### config.mk
export PLATFORM = sky130hd
export DESIGN_NAME = cfg_header_unit
export DESIGN_NICKNAME = d
export VERILOG_FILES = /design/src/rtl/cfg_header_pkg.sv /design/src/rtl/cfg_header_ctrl.sv /design/src/rtl/cfg_header_dp.sv /design/src/rtl/cfg_header_unit.sv
export SDC_FILE = /design/constraint.sdc
export NUM_CORES = 1
export LEC_CHECK = 0
export BUFFER_PORTS_ARGS = -buffer_cell sky130_fd_sc_hd__buf_2
export CORE_MARGIN = 3
export CORE_UTILIZATION = 44
export CTS_CLUSTER_SIZE = 12
export DETAILED_ROUTE_END_ITERATION = 10
export GPL_ROUTABILITY_DRIVEN = 0
export GPL_TIMING_DRIVEN = 0
export HOLD_SLACK_MARGIN = 0.02
export PLACE_DENSITY = 0.81
export SLEW_MARGIN = 15
export SYNTH_ARGS = -nofsm -noshare
export SYNTH_HDL_FRONTEND = slang
export SYNTH_HIERARCHICAL = 1
export SYNTH_SLANG_ARGS = --single-unit
export TNS_END_PERCENT = 10
### constraint.sdc
create_clock -name clk -period 2.7 [get_ports clk]
set_clock_uncertainty 0.15 [all_clocks]
set_input_delay 0.27 -clock clk [delete_from_list [all_inputs] [get_ports clk]]
set_output_delay 0.27 -clock clk [all_outputs]
set_load 0.05 [all_outputs]
### src/rtl/cfg_header_pkg.sv
package cfg_header_pkg;
  // strobes from control to datapath
  typedef struct packed {
    logic cmdWrLo;   // update command bits 7:0
    logic cmdWrHi;   // update command bits 9:8
    logic cmdClear;  // force command to zero
    logic ctlWr;     // update interface-control
    logic idLoad;    // load preload identifiers
    logic lpSet;     // latch low-power request
    logic lpClear;   // drop low-power request
  } strobes_t;

  localparam int CMD_BITS = 10;
endpackage

### src/rtl/cfg_header_ctrl.sv
module cfg_header_ctrl
  import cfg_header_pkg::*;
#(
  parameter int ADDR_W       = 6,
  parameter int CMD_DWORD    = 1,
  parameter int CTL_DWORD    = 21,
  parameter int RESET_CYCLES = 4,
  parameter int MSG_W        = 16
) (
  input  logic              clk,
  input  logic              rstN,
  input  logic              cfgValid,
  input  logic              cfgWrite,
  input  logic [ADDR_W-1:0] cfgDwordAddr,
  input  logic [3:0]        cfgByteEn,
  input  logic              wrMasterBit,
  input  logic              preloadValid,
  input  logic              specValid,
  input  logic [MSG_W-1:0]  specMsg,
  input  logic              masterBit,
  input  logic              specialBit,
  input  logic              autoRst,
  output strobes_t          strb,
  output logic              selfReset
);
  localparam int CNT_W = $clog2(RESET_CYCLES + 1);
  localparam logic [CNT_W-1:0] CNT_LOAD = CNT_W'(RESET_CYCLES);

  logic [CNT_W-1:0] pulseCnt;
  logic busy, cmdWr, ctlHit, trigger, shutdownMsg;

  assign busy        = (pulseCnt != '0);
  assign cmdWr       = cfgValid && cfgWrite && (cfgDwordAddr == ADDR_W'(CMD_DWORD));
  assign ctlHit      = cfgValid && cfgWrite && (cfgDwordAddr == ADDR_W'(CTL_DWORD));
  assign trigger     = cmdWr && cfgByteEn[0] && masterBit && !wrMasterBit && autoRst && !busy;
  assign shutdownMsg = specValid && (specMsg == '0);

  always_comb begin
    strb          = '0;
    strb.cmdWrLo  = cmdWr && cfgByteEn[0] && !busy && !trigger;
    strb.cmdWrHi  = cmdWr && cfgByteEn[1] && !busy && !trigger;
    strb.cmdClear = trigger || busy;
    strb.ctlWr    = ctlHit && cfgByteEn[0];
    strb.idLoad   = preloadValid;
    strb.lpSet    = shutdownMsg && specialBit && !busy && !trigger;
    strb.lpClear  = trigger || busy;
  end

  always_ff @(posedge clk or negedge rstN) begin
    if (!rstN)        pulseCnt <= '0;
    else if (trigger) pulseCnt <= CNT_LOAD;
    else if (busy)    pulseCnt <= pulseCnt - 1'b1;
  end

  assign selfReset = busy;
endmodule

### src/rtl/cfg_header_dp.sv
module cfg_header_dp
  import cfg_header_pkg::*;
#(
  parameter int          ADDR_W      = 6,
  parameter int          CMD_DWORD   = 1,
  parameter int          CTL_DWORD   = 21,
  parameter logic [15:0] VENDOR_DEF  = 16'h104C,
  parameter logic [15:0] DEVICE_DEF  = 16'h0508,
  parameter logic [7:0]  REVISION    = 8'h01,
  parameter logic [7:0]  HEADER_TYPE = 8'h00,
  parameter logic [23:0] CLASS_CODE  = 24'h028000
) (
  input  logic                clk,
  input  logic                rstN,
  input  strobes_t            strb,
  input  logic [CMD_BITS-1:0] wrBits,
  input  logic                wrCtlBit,
  input  logic [15:0]         preloadVendor,
  input  logic [15:0]         preloadDevice,
  input  logic [ADDR_W-1:0]   rdAddr,
  output logic [31:0]         rdData,
  output logic [CMD_BITS-1:0] cmdReg,
  output logic                autoRst,
  output logic                lowPower
);
  logic [15:0] vendorId, deviceId;

  always_ff @(posedge clk or negedge rstN) begin
    if (!rstN) begin
      vendorId <= VENDOR_DEF;
      deviceId <= DEVICE_DEF;
    end else if (strb.idLoad) begin
      vendorId <= preloadVendor;
      deviceId <= preloadDevice;
    end
  end

  always_ff @(posedge clk or negedge rstN) begin
    if (!rstN) cmdReg <= '0;
    else if (strb.cmdClear) cmdReg <= '0;
    else begin
      if (strb.cmdWrLo) cmdReg[7:0] <= wrBits[7:0];
      if (strb.cmdWrHi) cmdReg[CMD_BITS-1:8] <= wrBits[CMD_BITS-1:8];
    end
  end

  always_ff @(posedge clk or negedge rstN) begin
    if (!rstN)           autoRst <= 1'b0;
    else if (strb.ctlWr) autoRst <= wrCtlBit;
  end

  always_ff @(posedge clk or negedge rstN) begin
    if (!rstN)             lowPower <= 1'b0;
    else if (strb.lpClear) lowPower <= 1'b0;
    else if (strb.lpSet)   lowPower <= 1'b1;
  end

  always_comb begin
    if (rdAddr == ADDR_W'(0))              rdData = {deviceId, vendorId};
    else if (rdAddr == ADDR_W'(CMD_DWORD)) rdData = {{(32-CMD_BITS){1'b0}}, cmdReg};
    else if (rdAddr == ADDR_W'(2))         rdData = {CLASS_CODE, REVISION};
    else if (rdAddr == ADDR_W'(3))         rdData = {8'h00, HEADER_TYPE, 16'h0000};
    else if (rdAddr == ADDR_W'(CTL_DWORD)) rdData = {31'd0, autoRst};
    else                                   rdData = '0;
  end
endmodule

### src/rtl/cfg_header_unit.sv
module cfg_header_unit
  import cfg_header_pkg::*;
#(
  parameter int ADDR_W       = 6,
  parameter int RESET_CYCLES = 4
) (
  input  logic              clk,
  input  logic              rstN,
  input  logic              cfgValid,
  input  logic              cfgWrite,
  input  logic [ADDR_W-1:0] cfgDwordAddr,
  input  logic [3:0]        cfgByteEn,
  input  logic [31:0]       cfgWrData,
  output logic [31:0]       cfgRdData,
  input  logic              preloadValid,
  input  logic [15:0]       preloadVendor,
  input  logic [15:0]       preloadDevice,
  input  logic              specValid,
  input  logic [15:0]       specMsg,
  output logic              ioEnable,
  output logic              memEnable,
  output logic              masterEnable,
  output logic              lowPowerReq,
  output logic              selfReset
);
  localparam int CMD_DWORD = 1;
  localparam int CTL_DWORD = 21;

  strobes_t            strb;
  logic [CMD_BITS-1:0] cmdReg;
  logic                autoRst;

  cfg_header_ctrl #(
    .ADDR_W(ADDR_W), .CMD_DWORD(CMD_DWORD), .CTL_DWORD(CTL_DWORD),
    .RESET_CYCLES(RESET_CYCLES), .MSG_W(16)
  ) i_ctrl (
    .clk, .rstN, .cfgValid, .cfgWrite, .cfgDwordAddr, .cfgByteEn,
    .wrMasterBit(cfgWrData[2]), .preloadValid, .specValid, .specMsg,
    .masterBit(cmdReg[2]), .specialBit(cmdReg[3]), .autoRst,
    .strb, .selfReset
  );

  cfg_header_dp #(
    .ADDR_W(ADDR_W), .CMD_DWORD(CMD_DWORD), .CTL_DWORD(CTL_DWORD)
  ) i_dp (
    .clk, .rstN, .strb, .wrBits(cfgWrData[CMD_BITS-1:0]), .wrCtlBit(cfgWrData[0]),
    .preloadVendor, .preloadDevice, .rdAddr(cfgDwordAddr), .rdData(cfgRdData),
    .cmdReg, .autoRst, .lowPower(lowPowerReq)
  );

  assign ioEnable     = cmdReg[0];
  assign memEnable    = cmdReg[1];
  assign masterEnable = cmdReg[2];
endmodule

==> flow_summary.ini, run 1 <==
[status]
status = finished, violations left
violations = negative hold slack

[floorplan]
die_w_um = 78.0
start_util = 0.467
rows = 25
design.core.area_um2 = 4880
fp.dieH_um = 78.0
ios = 133
dieArea_um2 = 6080

[drt]
num_vias = 1762
antenna_left = 0
drtIter0Drc = 46
wl_mm = 4.78
firstDrtPassIters = 4
vias_per_cell = 4.84
wl_per_cell_um = 13.1
route.detailed.drc = 0

[clock_tree]
path_clk_slew_ns = 0.08
cts_buffers = 5
hold_buffers = 0
cts_tree = built
clockBufferDepth = 2
clock_sinks = 47
clk_latency_ns = 0.29
root_buffer = clkbuf_8
htreeDepth = 2

[final_layout]
fin_nets = 394
layout-drive-gt1-share = 0.566
layout_common_cells = buf_2 (107), dfrtp_1 (40), mux2_2 (33)
antenna_cells = 0
syn_to_final_growth_pct = 32.5
final_common_cell = buf_2

[timing]
finalSetupViolCount = 0
holdWs_ns = -0.0124
hold_viol = 4
finalCritPeriodShare = 0.884
rsz0062_at_grt = false
relSlewSlack = 0.338
fin_tns_setup_ns = 0
worstMarginPinSlew_ns = 0.993
fmax_mhz = 419
post-route-min-period_ns = 2.39
slew_violations = 0

[critical_path]
startpoint_type = flip-flop
worstPathMaxFanout = 8
cp-end-kind = flip-flop
worst_r2r_startpoint = i_ctrl/pulseCnt[0]$_DFFE_PN0P_
worstSetupPathType = reg2reg
cp.arrival_ns = 2.40
crit_required_ns = 2.71
startpoint = i_ctrl/pulseCnt[0]$_DFFE_PN0P_
r2r_cells = 8

[place]
hpwlAfterDp_mm = 3.76
port_buffers = 107

[synthesis]
ys_ff_latch = 47
syn-cell-area_um2 = 2280
synth_top_cells_by_area = dfrtp_1 (44%), mux2_2 (16%), dfstp_2 (8.1%), and2_1 (6.3%), mux2i_1 (4.4%)
netlist.area_leader.share = 0.439
seq_area_frac_synth = 0.520
ys_warn_count = 6
avgSynthCellArea_um2 = 12.5
syn_nets = 281
synth_top_cell_by_area = dfrtp_1
synth.distinct_cells = 36
synthCells = 183

[power]
p_leak_nw = 1.47
power_mw = 1.66
power_density_nw_per_um2 = 550
vdd.ir_drop.worst_mv = 0.277

[global_routing]
globalRoute.totalOverflow = 0
antenna_found_initial = 0
grt_first_pass_wirelength_mm = 8.15
grt_pass1_vias = 1783
track_usage = 0.167
grt_start_max_net_pins = 48

[job]
maxCapViolCount = 0

[hold_path]
hp-class = in2async
## critical path, cell delays in order (launching register included)
cell and delay [ns]:
dfrtp_1 0.36, inv_1 0.11, ha_1 0.18, nor2b_1 0.30
inv_1 0.14, nor4b_2 0.35, and2_2 0.37, mux2i_1 0.23
nor2_1 0.06
## kinds of logic after synthesis
group | count (synthesis) | share of synthesized area
compound gates | 17 | 0.0642
flops | 47 | 0.520
fa+ha+maj | 2 | 0.0110
buf+inv | 15 | 0.0351
mux | 43 | 0.207
simple gates | 59 | 0.163
## final timing paths
kind | end | slack, ns
max reg2reg | i_dp/cmdReg[6]$_DFFE_PN0P_ | 0.31
min in group clk | i_dp/deviceId[12]$_DFFE_PN0P_ | 0.05
min reg2reg | i_dp/lowPower$_DFFE_PN0P_ | 0.35
max in group asynchronous | i_dp/deviceId[1]$_DFFE_PN0P_ | 1.80
max | i_dp/cmdReg[6]$_DFFE_PN0P_ | 0.31
min | i_dp/cmdReg[6]$_DFFE_PN0P_ | -0.01
## sequential cells by signal (all words and copies together), names as in the netlist
register         count
i_dp/vendorId       16
i_dp/lowPower        1
i_ctrl/pulseCnt      3
i_dp/deviceId       16
i_dp/autoRst         1
i_dp/cmdReg         10
## cell type report
cell class,count,area [um2]
buffer,10,61.3
clock buffer,6,82.6
clock inverter,2,35.0
fill,433,1860
inverter,4,15.0
multi-input combinational,121,1020
sequential,47,1180
tap,67,83.8
timing repair buffer,107,536
## what timing repair did
action,in CTS,in global routing
buffers inserted,0,0
hold endpoints to repair,0,0
resized for setup,1,1
endpoints found under the setup margin,8,8
## through the flow
stage	area [um2]	setup WS [ns]	cells	util
floorplan	2280	0.111	183	-
global placement	2900	-0.0423	357	0.594
detailed placement	2900	-0.142	357	0.594
CTS	3010	0.156	364	0.618
global route	3020	0.0735	364	0.619
finish	3020	0.312	364	0.619
## cell usage after synthesis, drive strengths merged
library cell / n
dfrtp: 40
mux2: 33
and2: 23
nor2: 16
mux2i: 10
a22o: 9
buf: 7
dfstp: 7
clkbuf: 4
inv: 4
nor3: 4
nor4: 3
ha: 2
nand4: 2
nor3b: 2
o21a: 2
or4b: 2
a21oi: 1
a31oi: 1
nand2: 1
nand3: 1
nand4b: 1
nor2b: 1
nor4b: 1
o21ai: 1
o22ai: 1
o31ai: 1
o32ai: 1
or4: 1
or4bb: 1
## report_power, final
part	switching [mW]	internal, mW
Clock	0.221	0.299
Combinational	0.174	0.151
Sequential	0.0309	0.785
## metal layers
metal | part of all wire | routed length (um) | GRT usage
met2 | 0.48 | 2320 | 0.271
met4 | 0.015 | 74 | 0.0542
met1 | 0.45 | 2140 | 0.228
met5 | 0 | 0 | 0
met3 | 0.052 | 249 | 0.0278
(Power assumes the default switching activity.)
==> inputs of run 2 (changes only) <==
CELL_PAD_IN_SITES_DETAIL_PLACEMENT = 0   (was not set)
CELL_PAD_IN_SITES_GLOBAL_PLACEMENT = 1   (was not set)
CORE_UTILIZATION = 32   (was 44)
PLACE_DENSITY = not set   (was 0.81)
PLACE_DENSITY_LB_ADDON = 0.1   (was not set)
==> run 2 against run 1 <==
The flow now finishes without violations. Die area is 34% higher. Clock power is 3% higher. Fmax hardly changed. Hold slack better by 0.053 ns. Register-to-register slack hardly changed. First-iteration DRC count is 41% lower. Wire length is 9.7% higher. Global-route usage is 3.2 points lower. Flip-flop and latch count stayed put.
==> flow_summary.ini, run 2 (synthesis results as in run 1) <==
[job]
maxCapViolCount = 0

[final_layout]
multiInputGateArea_um2 = 1020
regArea_um2 = 1180
antenna_cells = 0
final_common_cell = buf_2
syn_to_final_growth_pct = 34.7
fillCellCount = 682
layout-drive-gt1-share = 0.564
finalNonFillerCells = 394
fin_nets = 395
post-route-util = 0.447
top_regs = i_dp/deviceId x16, i_dp/vendorId x16, i_dp/cmdReg x10
final_cell_area_um2 = 3070
layout_common_cells = buf_2 (106), dfrtp_1 (40), mux2_2 (33)

[timing]
setup_slack_ns = 0.313
slew_violations = 0
fmax_mhz = 419
relSlewSlack = 0.600
finalCritPeriodShare = 0.884
rsz0062_at_grt = false
post-route-min-period_ns = 2.39
worstMarginPinSlew_ns = 0.601
hold_viol = 0
fin_tns_setup_ns = 0
finalSetupViolCount = 0

[place]
dp_cells = 386
hpwlAfterDp_mm = 4.00
port_buffers = 107
placed_cell_area_um2 = 2940
pre_cts_ws_ns = -0.264

[critical_path]
r2r_slack_ns = 0.31
cp_slowest_stage_delay_ns = 0.44
worstSetupPathType = reg2reg
worstPathMaxFanout = 8
cp_common_cell = inv_1
cp.arrival_ns = 2.41
crit_required_ns = 2.73
cp-end-kind = flip-flop
slowest_stage = nor4b_2
path_cells = inv_1, ha_1, nor2b_1, inv_1, nor4b_2, and2_4, mux2i_1, nor2_1
startpoint_type = flip-flop

[hold_path]
hp-class = in2reg

[clock_tree]
cts_buffers = 5
cts_tree = built
clockBufferDepth = 2
htreeDepth = 2
root_buffer = clkbuf_8
clock_sinks = 47
cts_setup_buffers = 0
clk_latency_ns = 0.30
path_clk_slew_ns = 0.09

[floorplan]
start_util = 0.332
rows = 30
dieArea_um2 = 8170
die_w_um = 90.4
design.core.area_um2 = 6870
fp.dieH_um = 90.4
ios = 133

[global_routing]
track_usage = 0.135
grt_pass1_vias = 1853
grt_start_max_net_pins = 48
grt_first_pass_wirelength_mm = 8.97
globalRoute.totalOverflow = 0
antenna_found_initial = 0

[drt]
antenna_left = 0
drtIter0Drc = 27
route.detailed.drc = 0
wl_mm = 5.24
vias_per_cell = 4.53
firstDrtPassIters = 4
num_vias = 1785
wl_per_cell_um = 13.3

[power]
power_density_nw_per_um2 = 548
vdd.ir_drop.worst_mv = 0.256
p_leak_nw = 1.48

[status]
status = complete, no violations
run 2: cell count changes in the layout (fill, tap and decap cells not counted), sizes merged:
cell	change
dlygate4sd3	+1
run 2: final cells by class:
cell class	instances	area share
flip-flops and latches	47	0.386
repair buffers	108	0.178
multi-input cells	121	0.333
inverters	4	0.00489
clock inverters	2	0.0114
well taps	96	0.0391
plain buffers	10	0.0200
clock buffers	6	0.0269
run 2: through the flow:
stage                     total power, mW  hold slack [ns]
after CTS                            1.70           0.0331
after global placement               1.16            0.326
after floorplan                      1.04           -0.176
final                                1.68           0.0405
after detailed placement             1.16            0.337
after global routing                 1.79           0.0316
run 2: final timing paths:
kind                                                start                      endpoint  depth (start not counted)
max in group asynchronous                            rstN  i_dp/deviceId[9]$_DFFE_PN0P_                          2
max reg2reg                i_ctrl/pulseCnt[0]$_DFFE_PN0P_    i_dp/cmdReg[7]$_DFFE_PN0P_                          8
min in group asynchronous                            rstN  i_dp/vendorId[4]$_DFFE_PN0P_                          2
max                        i_ctrl/pulseCnt[0]$_DFFE_PN0P_    i_dp/cmdReg[7]$_DFFE_PN0P_                          8
min reg2reg                     i_dp/lowPower$_DFFE_PN0P_     i_dp/lowPower$_DFFE_PN0P_                          2
min                                      preloadVendor[1]  i_dp/vendorId[1]$_DFFE_PN0P_                          2
run 2: worst max-delay path: cells and delay by family (launching register included):
| family | cells | cell delay, ns |
|---|---|---|
| buffers and inverters | 2 | 0.24 |
| multiplexers | 1 | 0.23 |
| adder cells (fa/ha/maj) | 1 | 0.17 |
| AND/OR/NAND/NOR | 4 | 1.11 |
| flip-flops | 1 | 0.37 |
run 2: where the power goes:
part | total (mW) | leakage (nW) | switching [mW] | internal [mW]
clock | 0.538 | 0.0612 | 0.238 | 0.300
sequential | 0.814 | 0.568 | 0.0298 | 0.784
combinational | 0.330 | 0.848 | 0.178 | 0.152
total | 1.68 | 1.48 | 0.446 | 1.24
run 2: what timing repair did:
action / in CTS / in global routing
hold buffers: 0 / 1
gates resized for setup: 1 / 2
cloned: 0 / 0
endpoints found under the hold margin: 0 / 40
endpoints found under the setup margin: 8 / 10
run 2: routing by layer:
metal,GRT usage,up-vias,part of all wire
met5,0,-,0
met4,0.0421,0,0.010
met3,0.0417,5,0.064
met2,0.215,58,0.46
met1,0.176,848,0.46
li1,-,874,-
==> inputs of run 3 (changes only) <==
PLACE_DENSITY_LB_ADDON = 0.3   (was 0.1)
==> run 3 against run 2 <==
Via count rose by 0.67%. Register-to-register slack barely moved. Cell count did not move. Highest routed layer unchanged.
==> flow_summary.ini, run 3 (synthesis results as in run 1) <==
[status]
status = complete, no violations

[global_routing]
grt_start_max_net_pins = 48
grt_pass1_vias = 1733
grt_first_pass_wirelength_mm = 8.71
antenna_found_initial = 0
track_usage = 0.132
globalRoute.totalOverflow = 0

[timing]
post-route-min-period_ns = 2.39
relSlewSlack = 0.587
finalCritPeriodShare = 0.887
rsz0062_at_grt = false
slew_violations = 0
worstMarginPinSlew_ns = 0.620
hold_viol = 0
finalSetupViolCount = 0
fmax_mhz = 418

[critical_path]
path_cells = inv_1, ha_1, nor2b_1, inv_1, nor4b_1, and2_4, mux2i_1, nor2_1
slowest_stage = nor4b_1
cp-end-kind = flip-flop
worstSetupPathType = reg2reg
worstPathMaxFanout = 8
cp_common_cell = inv_1
crit_required_ns = 2.71
cp_slowest_stage_delay_ns = 0.44
r2r_cells = 8
startpoint_type = flip-flop
cp.arrival_ns = 2.41

[clock_tree]
clock_sinks = 47
cts_tree = built
htreeDepth = 2
root_buffer = clkbuf_8
cts_buffers = 5
path_clk_slew_ns = 0.08
clk_latency_ns = 0.29
clockBufferDepth = 2
cts_setup_buffers = 0

[drt]
wl_mm = 5.38
firstDrtPassIters = 4
num_vias = 1797
wl_per_cell_um = 13.7
drtIter0Drc = 36
route.detailed.drc = 0
vias_per_cell = 4.56
antenna_left = 0

[power]
power_mw = 1.60
vdd.ir_drop.worst_mv = 0.208
power_density_nw_per_um2 = 526
p_leak_nw = 1.47

[final_layout]
syn_to_final_growth_pct = 33.6
top_regs = i_dp/deviceId x16, i_dp/vendorId x16, i_dp/cmdReg x10
layout_common_cells = buf_2 (106), dfrtp_1 (40), mux2_2 (33)
finalNonFillerCells = 394
fin_nets = 395
fillCellCount = 689
post-route-util = 0.444
antenna_cells = 0
final_common_cell = buf_2
layout-drive-gt1-share = 0.557

[job]
maxCapViolCount = 0

[floorplan]
dieArea_um2 = 8170
fp.dieH_um = 90.4
ios = 133
design.core.area_um2 = 6870
rows = 30
die_w_um = 90.4
start_util = 0.332

[place]
dp_cells = 386
port_buffers = 107
hpwlAfterDp_mm = 4.07

[hold_path]
min_path_cells = 2
hp-class = in2reg
-- run 3: per-stage QoR --
stage	instance area [um2]	hold WS, ns	worst slack, ns	setup TNS [ns]
after floorplan	2280	-0.176	0.111	0
after global placement	2940	0.329	-0.0781	-0.550
after detailed placement	2940	0.338	-0.0938	-0.687
after CTS	3030	0.0400	0.0462	0
after global routing	3050	0.0369	0.00740	0
final	3050	0.0549	0.305	0
-- run 3: final timing paths --
path                                                 from  slack, ns                       endpoint
max                        i_ctrl/pulseCnt[0]$_DFFE_PN0P_       0.31     i_dp/cmdReg[7]$_DFFE_PN0P_
min                                      preloadVendor[1]       0.05   i_dp/vendorId[1]$_DFFE_PN0P_
max reg2reg                i_ctrl/pulseCnt[0]$_DFFE_PN0P_       0.31     i_dp/cmdReg[7]$_DFFE_PN0P_
min reg2reg                 i_dp/deviceId[14]$_DFFE_PN0P_       0.35  i_dp/deviceId[14]$_DFFE_PN0P_
max in group asynchronous                            rstN       1.60       i_dp/autoRst$_DFFE_PN0P_
min in group asynchronous                            rstN       0.40   i_dp/deviceId[4]$_DFFE_PN0P_
-- run 3: where the power goes --
part	switching [mW]	internal, mW
Combinational	0.179	0.154
Clock	0.220	0.234
Sequential	0.0320	0.785
-- run 3: final cells by class --
class                   count  area [um2]  share of cell area
clock buffers               8         100              0.0329
multi-input cells         121        1020               0.334
repair buffers            108         548               0.180
flip-flops and latches     47        1180               0.389
inverters                   4        15.0             0.00493
plain buffers              10        61.3              0.0201
well taps                  96         120              0.0394
-- run 3: metal layers --
metal  track usage  vias up  part of all wire  wire length [um]
li1              -      874                 -                 -
met1         0.162      873              0.43              2290
met2         0.229       48              0.52              2810
met3        0.0333        2             0.044               235
met4        0.0421        0            0.0076                41
met5             0        -                 0                 0
-- run 3: what timing repair did --
| item | in CTS | in global routing |
|---|---|---|
| hold buffers | 0 | 1 |
| hold endpoints to repair | 0 | 40 |
| setup endpoints to repair | 8 | 8 |
| resized for setup | 0 | 2 |
-- run 3: critical path, delay by kind of cell (launching register included) --
family        cells  cell delay [ns]
fa+ha+maj         1             0.18
buf+inv           2             0.24
flops             1             0.36
mux               1             0.21
simple gates      4             1.11
